### src/rtl/prio_irq_pkg.sv
// Shared constants for the prioritized interrupt controller.
package prio_irq_pkg;
    // Word selects taken from byte-offset bits [3:2]; order is fixed by the register layout
    typedef enum logic [1:0] {
        REG_ENABLE  = 2'd0,
        REG_PENDING = 2'd1,
        REG_FORCE   = 2'd2,
        REG_CLEAR   = 2'd3
    } reg_sel_e;

    localparam int unsigned TRAP_OFFSET = 32'h10;
endpackage

### src/rtl/irq_src_cell.sv
// One interrupt source: edge detector, pending flag, force flag and enable flag.
// Assumes the clear and acknowledge hits are already decoded for this source.
// A new edge wins over clear/ack; a force write wins over clear/ack.
module irq_src_cell (
    input  logic clk,
    input  logic rst_n,
    input  logic req_i,
    input  logic en_we_i,
    input  logic en_d_i,
    input  logic frc_we_i,
    input  logic frc_d_i,
    input  logic clr_hit_i,
    input  logic ack_hit_i,
    output logic pend_o,
    output logic frc_o,
    output logic en_o,
    output logic active_o
);
    logic req_q;
    logic pend_q;
    logic frc_q;
    logic en_q;
    logic rise;
    logic drop;

    // Rising edge of the request line and whether this source is being retired
    always_comb begin
        rise = req_i & ~req_q;
        drop = clr_hit_i | ack_hit_i;
    end

    // Register the line, the pending, force and enable flags
    always_ff @(posedge clk) begin
        if (!rst_n) begin
            req_q  <= 1'b0;
            pend_q <= 1'b0;
            frc_q  <= 1'b0;
            en_q   <= 1'b0;
        end else begin
            req_q  <= req_i;
            pend_q <= rise | (pend_q & ~drop);
            if (frc_we_i)
                frc_q <= frc_d_i;
            else if (drop)
                frc_q <= 1'b0;
            if (en_we_i)
                en_q <= en_d_i;
        end
    end

    // Source requests when enabled and either pending or forced
    always_comb begin
        pend_o   = pend_q;
        frc_o    = frc_q;
        en_o     = en_q;
        active_o = (pend_q | frc_q) & en_q;
    end

    AST_EDGE_SETS_PENDING: assert property (@(posedge clk) disable iff (!rst_n)
        (req_i && !req_q) |=> pend_q);

    AST_ACK_RETIRES: assert property (@(posedge clk) disable iff (!rst_n)
        (ack_hit_i && !rise && !frc_we_i) |=> (!pend_q && !frc_q));

    AST_CLEAR_RETIRES: assert property (@(posedge clk) disable iff (!rst_n)
        (clr_hit_i && !rise && !frc_we_i) |=> (!pend_q && !frc_q));
endmodule

### src/rtl/irq_prio_enc.sv
// Fixed-priority encoder: returns the index of the highest set bit, 0 if none.
// Assumes bit 0 of the input is never set by the caller.
module irq_prio_enc #(
    parameter int unsigned NSRC  = 16,
    parameter int unsigned LVL_W = $clog2(NSRC)
) (
    input  logic             clk,
    input  logic             rst_n,
    input  logic [NSRC-1:0]  active_i,
    output logic [LVL_W-1:0] level_o
);
    // Scan upward so the last (highest) active index wins
    always_comb begin
        level_o = '0;
        for (int i = 1; i < int'(NSRC); i++) begin
            if (active_i[i])
                level_o = LVL_W'(i);
        end
    end

    AST_WINNER_ACTIVE: assert property (@(posedge clk) disable iff (!rst_n)
        (level_o != '0) |-> active_i[level_o]);

    AST_NO_HIGHER_ACTIVE: assert property (@(posedge clk) disable iff (!rst_n)
        ((active_i >> level_o) >> 1) == '0);
endmodule

### src/rtl/irq_reg_if.sv
// Register bus decode: write strobes for enable/force/clear and the read mux.
// Assumes single-cycle accesses; reads are combinational from the flag vectors.
module irq_reg_if
    import prio_irq_pkg::*;
#(
    parameter int unsigned NSRC   = 16,
    parameter int unsigned DATA_W = 32,
    parameter int unsigned ADDR_W = 4
) (
    input  logic              sel_i,
    input  logic              wr_i,
    input  logic [ADDR_W-1:0] addr_i,
    input  logic [NSRC-1:0]   en_v_i,
    input  logic [NSRC-1:0]   pend_v_i,
    input  logic [NSRC-1:0]   frc_v_i,
    output logic              en_we_o,
    output logic              frc_we_o,
    output logic              clr_we_o,
    output logic [DATA_W-1:0] rdata_o
);
    reg_sel_e word;

    // Pick the word register from the byte offset
    always_comb word = reg_sel_e'(addr_i[3:2]);

    // Write strobes; the pending word has none, which keeps it read-only
    always_comb begin
        en_we_o  = sel_i & wr_i & (word == REG_ENABLE);
        frc_we_o = sel_i & wr_i & (word == REG_FORCE);
        clr_we_o = sel_i & wr_i & (word == REG_CLEAR);
    end

    // Read mux; the clear word always reads zero
    always_comb begin
        rdata_o = '0;
        if (sel_i && !wr_i) begin
            unique case (word)
                REG_ENABLE:  rdata_o = DATA_W'(en_v_i);
                REG_PENDING: rdata_o = DATA_W'(pend_v_i);
                REG_FORCE:   rdata_o = DATA_W'(frc_v_i);
                REG_CLEAR:   rdata_o = '0;
                default:     rdata_o = '0;
            endcase
        end
    end
endmodule

### src/rtl/prio_irq_ctrl.sv
// Top of the prioritized interrupt controller. Instantiates one source cell per
// usable source (bit 0 tied off), the register decode and the priority encoder.
// Assumes the acknowledge level is only meaningful while ack_i is high.
module prio_irq_ctrl
    import prio_irq_pkg::*;
#(
    parameter int unsigned NSRC   = 16,
    parameter int unsigned DATA_W = 32,
    parameter int unsigned ADDR_W = 4,
    parameter int unsigned TRAP_W = 8,
    parameter int unsigned LVL_W  = $clog2(NSRC)
) (
    input  logic              clk,
    input  logic              rst_n,
    input  logic [NSRC-1:0]   req_i,
    input  logic              bus_sel_i,
    input  logic              bus_wr_i,
    input  logic [ADDR_W-1:0] bus_addr_i,
    input  logic [DATA_W-1:0] bus_wdata_i,
    output logic [DATA_W-1:0] bus_rdata_o,
    input  logic              ack_i,
    input  logic [LVL_W-1:0]  ack_level_i,
    output logic [LVL_W-1:0]  irq_level_o,
    output logic [TRAP_W-1:0] trap_type_o
);
    logic [NSRC-1:0] en_v;
    logic [NSRC-1:0] pend_v;
    logic [NSRC-1:0] frc_v;
    logic [NSRC-1:0] active_v;
    logic            en_we;
    logic            frc_we;
    logic            clr_we;
    logic [LVL_W-1:0] level;

    irq_reg_if #(
        .NSRC  (NSRC),
        .DATA_W(DATA_W),
        .ADDR_W(ADDR_W)
    ) u_regs (
        .sel_i   (bus_sel_i),
        .wr_i    (bus_wr_i),
        .addr_i  (bus_addr_i),
        .en_v_i  (en_v),
        .pend_v_i(pend_v),
        .frc_v_i (frc_v),
        .en_we_o (en_we),
        .frc_we_o(frc_we),
        .clr_we_o(clr_we),
        .rdata_o (bus_rdata_o)
    );

    for (genvar g = 0; g < int'(NSRC); g++) begin : g_src
        if (g == 0) begin : g_unused
            // Source 0 does not exist: tie every flag low
            always_comb begin
                en_v[g]     = 1'b0;
                pend_v[g]   = 1'b0;
                frc_v[g]    = 1'b0;
                active_v[g] = 1'b0;
            end
        end else begin : g_cell
            logic clr_hit;
            logic ack_hit;

            // Decode the clear and acknowledge hits for this source
            always_comb begin
                clr_hit = clr_we & bus_wdata_i[g];
                ack_hit = ack_i & (ack_level_i == LVL_W'(g));
            end

            irq_src_cell u_cell (
                .clk      (clk),
                .rst_n    (rst_n),
                .req_i    (req_i[g]),
                .en_we_i  (en_we),
                .en_d_i   (bus_wdata_i[g]),
                .frc_we_i (frc_we),
                .frc_d_i  (bus_wdata_i[g]),
                .clr_hit_i(clr_hit),
                .ack_hit_i(ack_hit),
                .pend_o   (pend_v[g]),
                .frc_o    (frc_v[g]),
                .en_o     (en_v[g]),
                .active_o (active_v[g])
            );
        end
    end

    irq_prio_enc #(
        .NSRC (NSRC),
        .LVL_W(LVL_W)
    ) u_enc (
        .clk     (clk),
        .rst_n   (rst_n),
        .active_i(active_v),
        .level_o (level)
    );

    // Present the level and its trap type; no request gives trap type 0
    always_comb begin
        irq_level_o = level;
        if (level == '0)
            trap_type_o = '0;
        else
            trap_type_o = TRAP_W'(TRAP_OFFSET) + TRAP_W'(level);
    end

    AST_TRAP_TRACKS_LEVEL: assert property (@(posedge clk) disable iff (!rst_n)
        (trap_type_o == '0) == (irq_level_o == '0));

    AST_BIT0_QUIET: assert property (@(posedge clk) disable iff (!rst_n)
        !pend_v[0] && !frc_v[0] && !en_v[0]);
endmodule

### config.mk
export PLATFORM = sky130hd
export DESIGN_NAME = prio_irq_ctrl
export DESIGN_NICKNAME = d
export VERILOG_FILES = /design/src/rtl/prio_irq_pkg.sv /design/src/rtl/irq_src_cell.sv /design/src/rtl/irq_prio_enc.sv /design/src/rtl/irq_reg_if.sv /design/src/rtl/prio_irq_ctrl.sv
export SDC_FILE = /design/constraint.sdc
export NUM_CORES = 1
export LEC_CHECK = 0
export ABC_AREA = 1
export BUFFER_PORTS_ARGS = -buffer_cell sky130_fd_sc_hd__buf_2
export CORE_AREA = 2 2 91 93
export DETAILED_ROUTE_END_ITERATION = 7
export DIE_AREA = 0 0 93 95
export PLACE_DENSITY_LB_ADDON = 0.1
export SYNTH_ARGS = -nofsm -noshare
export SYNTH_HDL_FRONTEND = slang
export SYNTH_SLANG_ARGS = --single-unit
### constraint.sdc
create_clock -name clk -period 4.9 [get_ports clk]
set_clock_uncertainty 0.2 [all_clocks]
set_input_delay 0.98 -clock clk [delete_from_list [all_inputs] [get_ports clk]]
set_output_delay 0.98 -clock clk [all_outputs]
set_load 0.02 [all_outputs]
Word level (Yosys, flattened, before mapping):

Cells that the tools add are included.

* output and inout bits: 44
* word-level logic and storage cells: 300
* bits of input ports: 61
* register bits after elaboration: 60

* bitwise gates (word level): 154
* reductions and logical operators: 19
* multiplexer cells: 48
* add/sub/neg operators: 1
* eq/ne operators: 18

Operators with widths (number)
* $pmux 32 s4: 1
* $and 1x1->1: 79
* $or 1x1->1: 45
* $eq 4x4->1 const B: 8
* $mux 32: 1
* $mux 4: 8
* $mux 1: 31
* $not 1->1: 30
* $reduce_bool 2->1: 15
* $eq 4x3->1 const B: 4
* $mux 3: 4
* $eq 4x2->1 const B: 2
* $add 5x4->6 const A: 1
* $mux 6: 1
* $eq 2x2->1 const B: 2
* $eq 4x1->1 const B: 1
* $logic_not 4->1: 1
* $mux 2: 2
* $eq 2x1->1 const B: 1
* $logic_not 2->1: 1
* $logic_and 1x1->1: 1
* $logic_not 1->1: 1

Longest topological paths before layout:

* depth after elaboration: 19
* mapped depth: 16
* mapped depth without buffers: 16

Cells and area by module:

A second synthesis with hierarchy kept.

* cell total of the unflattened synthesis: 529
* area, all modules: 3404.5 um2

By module, submodules not included
* irq_src_cell: seq. area each 80.1 um2, cells an instance 19, area each 152.6 um2, instances 15
* irq_reg_if: seq. area each 0.0 um2, cells an instance 130, area each 636.9 um2, instances 1
* prio_irq_ctrl: seq. area each 0.0 um2, cells an instance 73, area each 310.3 um2, instances 1
* irq_prio_enc: seq. area each 0.0 um2, cells an instance 41, area each 167.7 um2, instances 1

Worst setup path after synthesis:

Ideal clock, no wire load.

* kind: input-to-output
* from: input bus_addr_i[3]
* to: output bus_rdata_o[4]
* slack: 1.902 ns
* data arrival time: 1.818 ns
* stages on the path: 6
* path buffers: 1
* path through: inv_1 nand2_1 clkbuf_1 o221ai_1 nand2_1 inv_1

* word-level cells in the longest chain between the ends: 3
* elaborated cells between the ends (all ways): 6

RTL lines
* start: declaration: RTL line prio_irq_ctrl.sv:18 `input logic [ADDR_W-1:0] bus_addr_i,`
* $eq 2x2->1, or another cell as far along: RTL line irq_reg_if.sv:37 `unique case (word)`
* $pmux 32 s4 *: RTL line irq_reg_if.sv:37
* $mux 32 *: RTL line irq_reg_if.sv:36 `if (sel_i && !wr_i) begin`
* end: declaration: RTL line prio_irq_ctrl.sv:20 `output logic [DATA_W-1:0] bus_rdata_o,`

Mark *: on every way between the ends. The rest lies on a longest branch, timed or not. The select of a mux whose other input is x is not followed.

Final worst setup path:

* from: input bus_addr_i[2]
* to: output bus_rdata_o[15]

The elaborated chain is that of the path after synthesis.

==> impl_metrics.toml <==
[sta]
finalMaxSlewViolations = 0
timing.fmax_mhz = 278
rsz0062_at_grt = "no"
setup_viol = 0
layout_worst_path_cycle_share_pct = 73.5
setup-tns-final_ns = 0
final_hold_viol_count = 0
tightest_slew_ns = 0.601
max_slew_margin_pct = 59.9
layout_min_cycle_time_ns = 3.60

[synthesis]
yosysMostFrequentCell = "inv_1"
async_reset_ff_share_pct = 0
synth_cell_types = 26
synth_area_um2 = 3050
ys_warn_count = 0
synth-seq-cells = 60
postSynthAreaPerCell_um2 = 6.88
synthFlopType = "dfxtp_1"
synth_top_area_cell = "dfxtp_1"
yosysSeqAreaShare_pct = 39.3
synth_top_area_share_pct = 39.3
synthTopCellsByArea = "dfxtp_1 39%, inv_1 11%, nand2_1 8.7%"
synth-edff-count = 0
synthTopCellsByCount = "93 x inv_1, 71 x nand2_1, 60 x dfxtp_1"
synth_cells = 444

[cts]
cts_htree_levels = 3
cts_resized = 0
cts.sink_count = 60
cts_setup_buffers = 0
root_buffer = "clkbuf_8"
clkLatencyLatePin_ns = 0.34
hold_buffers = 0
cts_tree = "built"
clockBufferDepth = 2
cts_buffers = 9
clkSlewWorstSetupHoldPaths_ns = 0.06

[hold_path]
min_to = "g_src[2].g_cell.u_cell.pend_o"
hold_depth = 1
min_path_type = "flip-flop to flip-flop"
min_from = "g_src[2].g_cell.u_cell.req_q"

[critical_path]
reg2reg_to = "g_src[12].g_cell.u_cell.frc_o"
critPathSlowestCell = "nor2_2"
critPathKind = "primary input to output pin"
max_stage_delay_ns = 0.36
crit_required_ns = 3.72
crit_arrival_ns = 2.42
r2r_cells = 3
start_kind = "primary input"
cp_max_fo = 11
rr_startpoint = "g_src[12].g_cell.u_cell.frc_o"
end_kind = "output pin"
path_cells = "buf_2, nor2_2, inv_1, o22ai_1, o21ai_0, inv_1, buf_2"
ff2ff_setup_slack_ns = 3.87

[outcome]
status = "completed"

[routing]
routed_wl_um = 8500
vias_per_cell = 4.85
initialDrtViolationCount = 96
ant_nets = 0
drt_first_pass_iters = 4
wl_per_cell_um = 13.8
vias = 2977
drc = 0

[floorplan]
rows = 33
die_height_um = 95
core_area_um2 = 7930
die-area_um2 = 8840
io-pin-count = 105
start_util_pct = 38.5
fp.dieW_um = 93

[placed_design]
dp.cells = 602
routabilityCongestion = 0.808
io_buffers = 64
hpwlAfterDp_um = 6010

[pwr]
power.leakage_uw = 0.00180
totalPowerFinal_uw = 1070
powerDensity_nw_per_um2 = 301
ir_drop_mv = 0.149

[global_routing]
antenna_found_initial = 0
grt.total_usage_pct = 19.7
grt_max_degree = 52
grt_pass1_wl_um = 13200
overflow = 0
first_global_vias = 2634

[layout]
utilization_pct = 44.7
fillers = 887
diodes = 0
nNetsFinal = 569
drive_above_1_share_pct = 18.1
syn2layout_area_growth_pct = 16.2
fin_cells = 614

[run]
max_cap_violations = 0
## critical path: cells and delay by family
| family | cells | cell delay, ns |
|---|---|---|
| compound gates | 2 | 0.35 |
| buf+inv | 4 | 0.73 |
| simple gates | 1 | 0.36 |
## per-layer routing
layer  track usage [%]  vias to the layer above  share of wire (%)
li1                  -                     1515                  -
met1              24.7                     1321                 45
met2              32.4                      118                 46
met3              3.67                       23                6.3
met4              10.3                        0                2.6
met5                 0                        -                  0
## metrics by stage
stage	setup WS, ns	hold slack, ns	area (um2)
6_report	1.30	0.204	3550
5_1_grt	1.17	0.216	3550
4_1_cts	1.31	0.208	3550
3_5_place_dp	1.32	0.199	3400
3_3_place_gp	1.31	0.192	3400
2_1_floorplan	1.90	0.189	3120
## power by group
group / internal [uW] / switching (uW) / leakage (uW) / total (uW)
clock: 186 / 175 / 0.0000743 / 362
sequential: 516 / 11.3 / 0.000494 / 527
combinational: 57.2 / 121 / 0.00123 / 178
total: 759 / 308 / 0.00180 / 1070
## worst max path at each step
stage / from / endpoint / slack, ns / cells after the start
5_1_grt: bus_addr_i[2] / bus_rdata_o[10] / 1.17 / 7
3_5_place_dp: bus_addr_i[2] / bus_rdata_o[15] / 1.32 / 7
4_1_cts: bus_addr_i[2] / bus_rdata_o[15] / 1.31 / 7
6_report: bus_addr_i[2] / bus_rdata_o[15] / 1.30 / 7
2_1_floorplan: bus_addr_i[3] / bus_rdata_o[4] / 1.90 / 6
3_3_place_gp: bus_addr_i[2] / bus_rdata_o[15] / 1.31 / 7
## state kept, by name (all words and copies together), names as in the netlist
signal,flops
g_src.g_cell.u_cell.req_q,15
g_src.g_cell.u_cell.pend_o,15
g_src.g_cell.u_cell.frc_o,15
g_src.g_cell.u_cell.en_o,15
## layout make-up
type | instances | area (um2) | share of cell area (%)
multi-input cells | 272 | 1350 | 38.1
flip-flops and latches | 60 | 1200 | 33.9
clock buffers | 12 | 145 | 4.09
inverters | 96 | 360 | 10.2
repair buffers | 69 | 358 | 10.1
well taps | 105 | 131 | 3.70
## logic make-up (layout without fill, tap and decap cells)
logic type	Yosys count	count (layout)	synth area share (%)
AOI/OAI and AO/OA	132	132	25.0
other	1	20	0.123
buffers and inverters	131	177	18.7
and+or+nand+nor	120	120	16.8
DFF	60	60	39.3
## placed cells by master (no fill, tap or decap), drive strengths merged
cell,n
clkinv,1
o32ai,11
buf,69
nor2,23
conb,20
a21oi,41
inv,95
o221ai,1
o22ai,18
clkbuf,12
dfxtp,60
nand3,15
o211ai,5
nand2,71
or2,9
nor3,2
o31ai,1
o21ai,55
Note: power is estimated with default switching activity, not from simulation.
